==> src/rtl/pmic_bridge_pkg.sv <==
package pmic_bridge_pkg;

  localparam logic [31:0] PMB_REG_CMD   = 32'h0;
  localparam logic [31:0] PMB_REG_RDATA = 32'h4;
  localparam logic [31:0] PMB_REG_FSTS  = 32'h8;
  localparam logic [31:0] PMB_REG_ERR   = 32'hC;

  typedef enum logic [1:0] {SH_IDLE, SH_SHIFT, SH_END} sh_state_t;

  // slave address space in bytes for each geometry
  function automatic int pmb_space(input int mode);
    case (mode)
      0:       return 32'h1000;
      1:       return 32'h4000;
      default: return 32'h20000;
    endcase
  endfunction

  // host offset where the write window begins
  function automatic int pmb_win(input int mode);
    return (mode == 2) ? 32'h20000 : 32'h8000;
  endfunction

  // number of slave offset bits carried in a frame
  function automatic int pmb_aw(input int mode);
    case (mode)
      0:       return 12;
      1:       return 14;
      default: return 17;
    endcase
  endfunction

endpackage

==> src/rtl/pmic_bridge_fifo.sv <==
module pmic_bridge_fifo #(
  parameter int W     = 33,
  parameter int DEPTH = 4
) (
  input  logic         clk,
  input  logic         rst,
  input  logic         push,
  input  logic [W-1:0] din,
  input  logic         pop,
  output logic [W-1:0] dout,
  output logic         full,
  output logic         empty
);
  localparam int PW = (DEPTH > 1) ? $clog2(DEPTH) : 1;
  localparam int CW = $clog2(DEPTH + 1);

  logic [W-1:0]  mem [DEPTH];
  logic [PW-1:0] wptr, rptr;
  logic [CW-1:0] count;

  function automatic logic [PW-1:0] bump(input logic [PW-1:0] p);
    return (p == PW'(DEPTH - 1)) ? '0 : p + 1'b1;
  endfunction

  // storage without reset so it maps onto RAM
  always_ff @(posedge clk) begin
    if (push) mem[wptr] <= din;
  end

  always_ff @(posedge clk) begin
    if (rst) begin
      wptr  <= '0;
      rptr  <= '0;
      count <= '0;
    end else begin
      if (push) wptr <= bump(wptr);
      if (pop)  rptr <= bump(rptr);
      if (push && !pop)      count <= count + 1'b1;
      else if (pop && !push) count <= count - 1'b1;
    end
  end

  assign dout  = mem[rptr];
  assign full  = (count == CW'(DEPTH));
  assign empty = (count == '0);

endmodule

==> src/rtl/pmic_bridge_shifter.sv <==
module pmic_bridge_shifter
  import pmic_bridge_pkg::*;
#(
  parameter int AW = 17
) (
  input  logic          clk,
  input  logic          rst,
  input  logic          start,
  input  logic          is_rd,
  input  logic [AW-1:0] addr,
  input  logic [15:0]   wdata,
  output logic          busy,
  output logic          done,
  output logic          done_rd,
  output logic [15:0]   rdata,
  output logic          sck,
  output logic          cs_n,
  output logic          mosi,
  input  logic          miso
);
  localparam int FW = 1 + AW + 16;
  localparam int CW = $clog2(FW + 1);

  sh_state_t     state;
  logic [FW-1:0] shreg;
  logic [CW-1:0] cnt;
  logic          phase;
  logic          op_rd;

  always_ff @(posedge clk) begin
    if (rst) begin
      state <= SH_IDLE;
      shreg <= '0;
      cnt   <= '0;
      phase <= 1'b0;
      op_rd <= 1'b0;
      sck   <= 1'b0;
      cs_n  <= 1'b1;
      mosi  <= 1'b0;
    end else begin
      case (state)
        SH_IDLE: begin
          if (start) begin
            shreg <= {is_rd, addr, (is_rd ? 16'h0 : wdata)};
            op_rd <= is_rd;
            mosi  <= is_rd;
            cs_n  <= 1'b0;
            sck   <= 1'b0;
            phase <= 1'b0;
            cnt   <= '0;
            state <= SH_SHIFT;
          end
        end
        SH_SHIFT: begin
          if (!phase) begin
            sck   <= 1'b1;
            phase <= 1'b1;
          end else begin
            sck   <= 1'b0;
            phase <= 1'b0;
            shreg <= {shreg[FW-2:0], miso};
            mosi  <= shreg[FW-2];
            cnt   <= cnt + 1'b1;
            if (cnt == CW'(FW - 1)) begin
              cs_n  <= 1'b1;
              mosi  <= 1'b0;
              state <= SH_END;
            end
          end
        end
        SH_END:  state <= SH_IDLE;
        default: state <= SH_IDLE;
      endcase
    end
  end

  assign busy    = (state != SH_IDLE);
  assign done    = (state == SH_END);
  assign done_rd = done && op_rd;
  assign rdata   = shreg[15:0];

endmodule

==> src/rtl/pmic_bridge.sv <==
module pmic_bridge
  import pmic_bridge_pkg::*;
#(
  parameter int ADDR_MODE  = 2,
  parameter int FIFO_DEPTH = 4,
  parameter int HAW        = 18
) (
  input  logic           clk,
  input  logic           rst,
  input  logic           hst_wr,
  input  logic           hst_rd,
  input  logic [HAW-1:0] hst_addr,
  input  logic [31:0]    hst_wdata,
  output logic [31:0]    hst_rdata,
  output logic           ser_sck,
  output logic           ser_cs_n,
  output logic           ser_mosi,
  input  logic           ser_miso
);
  localparam int SPACE = pmb_space(ADDR_MODE);
  localparam int WIN   = pmb_win(ADDR_MODE);
  localparam int AW    = pmb_aw(ADDR_MODE);
  localparam int EW    = AW + 16;

  // refused offsets: outside the space, or the unused fourth slave select
  function automatic logic off_bad(input logic [31:0] o);
    logic b;
    b = (o >= 32'(SPACE));
    if (ADDR_MODE != 0 && o[AW-1 -: 2] == 2'b11) b = 1'b1;
    return b;
  endfunction

  logic [31:0]   haddr32;
  logic          cmd_wr, win_wr, cmd_bad, win_bad, cmd_go;
  logic [31:0]   woff32;
  logic [14:0]   cmd_echo;

  logic          busy_q, rd_pend_q, err_q, ovf_q;
  logic [AW-1:0] rd_off_q;
  logic [14:0]   echo_q;
  logic [15:0]   rdat_q;

  logic          fifo_push, fifo_pop, fifo_full, fifo_empty;
  logic [EW-1:0] fifo_q;
  logic          sh_busy, sh_done, sh_done_rd, sh_start, start_wr, start_rd;
  logic [15:0]   sh_rdata;
  logic [AW-1:0] sh_addr;

  assign haddr32 = 32'(hst_addr);
  assign cmd_wr  = hst_wr && (haddr32 == PMB_REG_CMD);
  assign win_wr  = hst_wr && (haddr32 >= 32'(WIN)) && (haddr32 < 32'(WIN + SPACE));
  assign woff32  = haddr32 - 32'(WIN);
  assign cmd_bad = off_bad(hst_wdata);
  assign win_bad = off_bad(woff32);
  assign cmd_go  = cmd_wr && !busy_q && !cmd_bad;

  // echoed address field depends on the geometry
  generate
    if (ADDR_MODE == 2) begin : g_echo_word
      assign cmd_echo = hst_wdata[16:2];
    end else begin : g_echo_byte
      assign cmd_echo = hst_wdata[14:0];
    end
  endgenerate

  // queued writes always go first, so a read sees every earlier store
  assign start_wr  = !sh_busy && !fifo_empty;
  assign start_rd  = !sh_busy && fifo_empty && rd_pend_q;
  assign sh_start  = start_wr || start_rd;
  assign sh_addr   = start_wr ? fifo_q[EW-1:16] : rd_off_q;
  assign fifo_pop  = start_wr;
  assign fifo_push = win_wr && !win_bad && !fifo_full;

  pmic_bridge_fifo #(.W(EW), .DEPTH(FIFO_DEPTH)) u_fifo (
    .clk   (clk),
    .rst   (rst),
    .push  (fifo_push),
    .din   ({woff32[AW-1:0], hst_wdata[15:0]}),
    .pop   (fifo_pop),
    .dout  (fifo_q),
    .full  (fifo_full),
    .empty (fifo_empty)
  );

  pmic_bridge_shifter #(.AW(AW)) u_shift (
    .clk     (clk),
    .rst     (rst),
    .start   (sh_start),
    .is_rd   (!start_wr),
    .addr    (sh_addr),
    .wdata   (fifo_q[15:0]),
    .busy    (sh_busy),
    .done    (sh_done),
    .done_rd (sh_done_rd),
    .rdata   (sh_rdata),
    .sck     (ser_sck),
    .cs_n    (ser_cs_n),
    .mosi    (ser_mosi),
    .miso    (ser_miso)
  );

  always_ff @(posedge clk) begin
    if (rst) begin
      busy_q    <= 1'b0;
      rd_pend_q <= 1'b0;
      rd_off_q  <= '0;
      echo_q    <= '0;
      rdat_q    <= '0;
      err_q     <= 1'b0;
      ovf_q     <= 1'b0;
    end else begin
      if (cmd_go) begin
        busy_q    <= 1'b1;
        rd_pend_q <= 1'b1;
        rd_off_q  <= hst_wdata[AW-1:0];
        echo_q    <= cmd_echo;
      end
      if (start_rd) rd_pend_q <= 1'b0;
      if (sh_done_rd) begin
        busy_q <= 1'b0;
        rdat_q <= sh_rdata;
      end
      if (hst_wr && haddr32 == PMB_REG_ERR) begin
        err_q <= err_q & ~hst_wdata[0];
        ovf_q <= ovf_q & ~hst_wdata[1];
      end
      if ((cmd_wr && !busy_q && cmd_bad) || (win_wr && win_bad)) err_q <= 1'b1;
      if (win_wr && !win_bad && fifo_full) ovf_q <= 1'b1;
    end
  end

  always_ff @(posedge clk) begin
    if (rst) begin
      hst_rdata <= '0;
    end else if (hst_rd) begin
      case (haddr32)
        PMB_REG_RDATA: hst_rdata <= {busy_q, echo_q, rdat_q};
        PMB_REG_FSTS:  hst_rdata <= {20'b0, fifo_full, fifo_empty, 10'b0};
        PMB_REG_ERR:   hst_rdata <= {30'b0, ovf_q, err_q};
        default:       hst_rdata <= '0;
      endcase
    end
  end

endmodule

==> config.mk <==
export PLATFORM = sky130hd
export DESIGN_NAME = pmic_bridge
export DESIGN_NICKNAME = d
export VERILOG_FILES = /design/src/rtl/pmic_bridge_pkg.sv /design/src/rtl/pmic_bridge_fifo.sv /design/src/rtl/pmic_bridge_shifter.sv /design/src/rtl/pmic_bridge.sv
export SDC_FILE = /design/constraint.sdc
export NUM_CORES = 1
export LEC_CHECK = 0
export BUFFER_PORTS_ARGS = -buffer_cell sky130_fd_sc_hd__clkbuf_2
export CORE_ASPECT_RATIO = 2
export CORE_UTILIZATION = 35
export CTS_CLUSTER_SIZE = 8
export DETAILED_ROUTE_END_ITERATION = 8
export PLACE_DENSITY = 0.49
export SYNTH_ARGS = -nofsm -noshare
export SYNTH_HDL_FRONTEND = slang
export SYNTH_SLANG_ARGS = --single-unit
==> constraint.sdc <==
create_clock -name clk -period 2.5 [get_ports clk]
set_input_delay 0.5 -clock clk [delete_from_list [all_inputs] [get_ports clk]]
set_output_delay 0.5 -clock clk [all_outputs]
set_load 0.01 [all_outputs]
# Yosys cells after proc, flatten, opt, wreduce, memory -nomap -nowiden

Memories as Yosys holds them, arrays and structs flattened. A register that Yosys moved wholly into a read port is not among the register bits.
Index checks and enable logic that the tools add are counted.

Register bits: 136
RAM bits: 132
Bits of input ports: 55
Output and inout bits: 35
Memories kept: 1

Add/subtract/negate cells: 6
Order comparisons: 4
Equal/unequal tests: 14
Muxes and demuxes: 37
Bitwise gates (word level): 4
Reductions and logical operators: 42

Memories:

| name       | words | width | rd ports | clocked after memory_dff | write ports | RTL line               | source |
|---|---|---|---|---|---|---|---|
| u_fifo.mem | 4     | 33    | 1        | 1                        | 1           | pmic_bridge_fifo.sv:17 | `logic [W-1:0] mem [DEPTH];` |

Operators by type and width:

| kind                                                                 | count |
|---|---|
| one-hot mux 32 bit (3 select lines)                                  | 1 |
| two-way mux 33 bit                                                   | 2 |
| one-hot mux 33 bit (2 select lines)                                  | 1 |
| greater-or-equal comparator 32 x 18 -> 1 bit (second input constant) | 2 |
| equality test 18 x 4 -> 1 bit (second input constant)                | 2 |
| zero test 32 bit                                                     | 1 |
| less-than comparator 18 x 19 -> 1 bit (second input constant)        | 1 |
| subtractor 18 x 18 -> 19 bit (second input constant)                 | 1 |
| equality test 18 x 3 -> 1 bit (second input constant)                | 1 |
| greater-or-equal comparator 18 bit (second input constant)           | 1 |
| logical AND 1 bit                                                    | 17 |
| two-way mux 17 bit                                                   | 1 |
| two-way mux 16 bit                                                   | 1 |
| two-way mux 1 bit                                                    | 15 |
| two-way mux 2 bit                                                    | 7 |
| two-way mux 6 bit                                                    | 2 |
| one-hot mux 6 bit (2 select lines)                                   | 1 |
| equality test 2 bit (second input constant)                          | 5 |
| nonzero test 2 bit                                                   | 5 |
| zero test 1 bit                                                      | 8 |
| adder 6 x 1 -> 6 bit (second input constant)                         | 1 |
| equality test 6 bit (second input constant)                          | 1 |
| two-way mux 3 bit                                                    | 2 |
| one-hot mux 1 bit (2 select lines)                                   | 3 |
| other kinds (17)                                                     | 25 |

# Depth between registers and ports, before layout

Depth in word-level cells: 10
Mapped depth: 9

# By module

From an unflattened synthesis, not the netlist that was laid out.

Cells, all modules: 813
Area, all modules: 10784.1 sq um

Modules (own cells, without submodules):

| module              | instances | cells an instance | area each (sq um) | sequential area each (sq um) |
|---|---|---|---|---|
| pmic_bridge_fifo    | 1         | 217               | 5248.8            | 4144.0 |
| pmic_bridge         | 1         | 340               | 3178.0            | 1381.3 |
| pmic_bridge_shifter | 1         | 256               | 2357.3            | 900.9 |

# Worst setup path before layout

OpenSTA, ideal clock, no wires.

Path type: reg2reg
From: register u_fifo.count[0]
To: memory u_fifo.mem[3][0], enable pin
Setup time: 393 ps
Data arrival time: 1822 ps
Data required time: 2107 ps
Path slack: 285 ps
Cell stages (with the launch flop): 5
Buffers on the path: 1
Clock period less this slack: 2215 ps
Path through: dfxtp_1 -> nor3b_1 -> and4b_1 -> clkbuf_1 -> and2_1

Longest elaborated chain between the ends: 5

RTL lines:

| element                                 | RTL line               | source |
|---|---|---|
| start, declared                         | pmic_bridge_fifo.sv:19 | `logic [CW-1:0] count;` |
| start signal, assigned                  | pmic_bridge_fifo.sv:38 | `if (push && !pop) count <= count + 1'b1;` |
| start signal, assigned                  | pmic_bridge_fifo.sv:39 | `else if (pop && !push) count <= count - 1'b1;` |
| equality test 3 bit                     | pmic_bridge_fifo.sv:44 | `assign full = (count == CW'(DEPTH));` |
| zero test 1 bit                         | pmic_bridge.sv:72      | `assign fifo_push = win_wr && !win_bad && !fifo_full;` |
| logical AND 1 bit                       | pmic_bridge.sv:72      |  |
| named net fifo_push                     | pmic_bridge.sv:43      | `logic fifo_push, fifo_pop, fifo_full, fifo_empty;` |
| two-way mux 1 bit                       | pmic_bridge_fifo.sv:27 | `if (push) mem[wptr] <= din;` |
| two-way mux 1 bit (implied by the code) | pmic_bridge_fifo.sv:27 |  |
| end, declared                           | pmic_bridge_fifo.sv:17 |  |

The timed path passes the listed nets, and every way through them passes these cells.

# Worst setup path after layout

From: register u_fifo.count[0]
To: register u_fifo.count[2]

Longest elaborated chain between the ends: 6
Elaborated cells between the ends (all ways): 15
Classes of those cells: add/sub (2); eq/ne (1); mux (2); reduce/logical (10)

RTL lines:

| element |
|---|
| parallel branches: the longest is 6 deep, another holds subtractor 3 x 1 -> 3 bit |

Parallel ways; which one is timed is not known. The select of a mux whose other input is x is not followed.
A chain may end at the register's enable or synchronous reset.

==> out/qor.txt <==
================================================================================
Crit path arrival time                                                   2.65 ns
Power spent charging and discharging nets                              0.00356 W
Setup repair after global routing missed its margin                        false
Power per cell area                                                 1010 mW/mm^2
Synth top area share                                                       0.391
Fin Clk Skew                                                           0.0214 ns
Ant diodes                                                                     0
Setup violation total in the final timing report                               0
DRT Pass-1 Iters                                                               4
IR Drop Worst-Case VDD                                                0.000577 V
Setup bufs post-CTS                                                            0
Minimum clock period                                                     2.22 ns
Worst flop-to-flop path endpoint                                    u_fifo.count[2]
Via-to-Cell Ratio                                                           5.32
Area post-placement                                                  0.0111 mm^2
Clock transition at path regs                                            0.05 ns
Library cell with the largest summed area after synthesis               edfxtp_1
Syn Nets                                                                     821
Number of synthesized register bits                                          255
Area occupied by registers                                          0.00643 mm^2
DRC violation count after routing                                              0
DP Worst Slack                                                          0.175 ns
Netlist cell types                                                            58
Cell depth of the worst hold path                                              1
Post-detailed-routing wire length                                       25300 um
Maximum buffer depth of the clock tree                                         3
Power after layout                                                      0.0122 W
Wire per inst                                                            20.5 um
Leading register cell type out of synthesis                             edfxtp_1
Fill cell instance count of the final layout                                2667
Die Y-Extent                                                              243 um
Clk pwr share                                                              0.366
Average cell area after synthesis                                      13.4 um^2
Multi-input gate area in the final layout                           0.00340 mm^2
Die extent in x                                                           122 um
Worst Hold Class                                                    primary input to flop
EDFF count, synth                                                            132
Number of hold-slack violations in the final timing report                     0
Req. time, crit path                                                     2.93 ns
Hold endpoint                                                       u_fifo.mem[1][13]
TritonCTS clock tree                                                       built
Ys async rst share                                                             0
First DRT Iteration DRCs                                                     280
R2r worst-path depth                                                           8
Fraction of final layout cells with drive strength greater than 1          0.249
Number of buffer cells added on primary ports                                 89
Initial antenna violation count                                                0
Routability cong.                                                          0.749
Root buf cell                                                          clkbuf_16
Cell count after synthesis                                                   757
Run status                                                          complete, no violations
Effective utilization at floorplan                                         0.358
Crit Reg-Reg Startpoint                                             u_fifo.count[0]
Core area                                                            0.0283 mm^2
Placement Rows                                                                87
Sequential fraction of the synthesis area                                  0.634
Pin slew with the least headroom to its limit                           0.652 ns
Pleak                                                                    4.18 nW
Switching share of total power                                             0.292
Comb power frac                                                            0.220
GRT Resource Usage Total                                                   0.175
Cell family contributing the most delay on the critical path        simple AND/OR/NAND/NOR gates
Number of maximum-capacitance constraint violations                            0
Critical Path Sink Type                                                     flop
Max Fanout on Critical Path                                                    6
Minimum setup slack in the final design                                 0.278 ns
Yosys warnings                                                                 0
Critical path type                                                  flop to flop
Final critical-path share of the clock period                              0.889
Via count of the routed design                                              6564
R2R setup slack                                                          0.28 ns
Global-route wire length before repair                                  39100 um
Design Area, Final                                                   0.0121 mm^2
Routed Antenna Nets                                                            0
WP depth                                                                       8
H-Tree Level Count                                                             2
Clock insertion delay at the later pin of the skew report                0.51 ns
Delay of the slowest critical-path stage                                 0.44 ns
Internal portion of total power                                        0.00865 W
Final HPWL DP                                                           17600 um
Post_cts resized                                                               0
TritonCTS sink count                                                         255
Crit path from                                                      u_fifo.count[0]
CTS Buf Count                                                                 37
Min-delay src                                                       hst_wdata[13]
Final setup TNS                                                             0 ns
CTS Hold Bufs                                                                  0
Count of buffer and inverter cells on the critical path                        1
# IOs                                                                         90
Vias in the first global route                                              6730
Largest net degree at the start of global routing                             47
Final layout net count                                                       924
Sequential group share of total power                                      0.414
Die Outline Area                                                     0.0297 mm^2
Final slew viol count                                                          0
Area delta synth->final                                                    19.5%
Highest-delay cell along the critical path                               dfxtp_1
Netlist area before placement                                        0.0101 mm^2
Critical path launch point type                                             flop
GRT Residual Overflow                                                          0
Top post-synthesis cells by area                                    edfxtp_1, dfxtp_1, mux4_2
Max-slew headroom                                                          0.564
Cell Chain, Critical Path                                           nor3b_1 -> and4b_1 -> ha_1 -> inv_1 -> fa_1 -> xor2_1 -> or3_1 -> a21oi_1
Maximum operating frequency                                            0.450 GHz
================================================================================
[flip-flops by register name (all words and copies together) (netlist names), 2 cells and up, named ones only]
name and cells:
u_fifo.mem 132, u_shift.shreg 33, hst_rdata 32, rd_off_q 17
rdat_q 16, u_shift.cnt 6, u_fifo.count 3, u_fifo.rptr 2
u_fifo.wptr 2, u_shift.state 2
[cells in the final DEF, fill, tap and decap left out, types with 24 or more instances in the layout]
| cell type | Yosys | final |
|---|---|---|
| buf_4 | 4 | 24 |
| clkbuf_16 | 0 | 38 |
| nand2_1 | 65 | 65 |
| edfxtp_1 | 132 | 132 |
| a32oi_1 | 28 | 28 |
| nor2_1 | 55 | 55 |
| dfxtp_1 | 123 | 122 |
| nand2b_1 | 37 | 37 |
| a21oi_1 | 32 | 32 |
| mux4_2 | 33 | 33 |
| clkbuf_2 | 0 | 88 |
[routing by layer]
layer,track usage,part of all wire,vias to the layer above
li1,-,-,3092
met1,0.205,0.39,3283
met2,0.320,0.54,151
met3,0.0237,0.039,38
met4,0.0603,0.025,0
met5,0,0,-
[through the flow]
step                      cells  hold WS, ns  utilization
after floorplan             757        0.425            -
after global placement     1177        0.436        0.391
after global routing       1233        0.232        0.428
final                      1233        0.237        0.428
after CTS                  1233        0.219        0.428
after detailed placement   1177        0.448        0.391
[synthesized netlist by cell type, types with 3 or more instances]
library cell,n
nor4_1,6
a32oi_1,28
o22ai_1,5
nand4_1,8
mux2i_1,21
buf_6,6
o21ai_0,5
ha_1,8
a21oi_1,32
buf_4,4
o21ai_2,15
a21boi_1,3
nor2_1,55
nor3_1,4
a221oi_1,12
a22o_1,3
inv_1,6
nand3_1,5
o31ai_1,6
edfxtp_1,132
nand3b_1,13
o21a_1,3
clkbuf_1,27
a22oi_1,16
or3_1,6
mux4_2,33
o41ai_1,12
buf_1,4
nand2_1,65
and2_1,5
nand2b_1,37
dfxtp_1,123
o21ai_1,3
buf_2,14
[power groups by stage]
stage	Combinational, W	Clock (W)	Sequential [W]
after global routing	0.00293	0.00476	0.00510
final	0.00269	0.00447	0.00506
after detailed placement	0.00271	0	0.00514
after floorplan	0.00206	0	0.00499
after global placement	0.00268	0	0.00513
after CTS	0.00272	0.00458	0.00506
[worst max-delay path by stage]
stage                       endpoint  slack (ns)
floorplan           u_fifo.mem[3][0]        0.28
global placement     u_fifo.count[2]        0.24
detailed placement   u_fifo.count[2]        0.18
CTS                  u_fifo.count[2]        0.29
global route         u_fifo.count[2]        0.17
finish               u_fifo.count[2]        0.28
[kinds of logic after synthesis]
group | synth area share
compound gates | 0.113
xor+xnor | 0.00173
fa+ha+maj | 0.0119
buf+inv | 0.0321
flops | 0.634
mux | 0.0963
simple gates | 0.111
[cell type report]
class	instances	share of cell area
sequential	255	0.531
clock inverter	1	0.00134
clock buffer	55	0.0838
inverter	7	0.00217
tap	356	0.0368
multi-input combinational	439	0.281
timing repair buffer	120	0.0645
No activity file was read; power rests on OpenSTA's default activity.
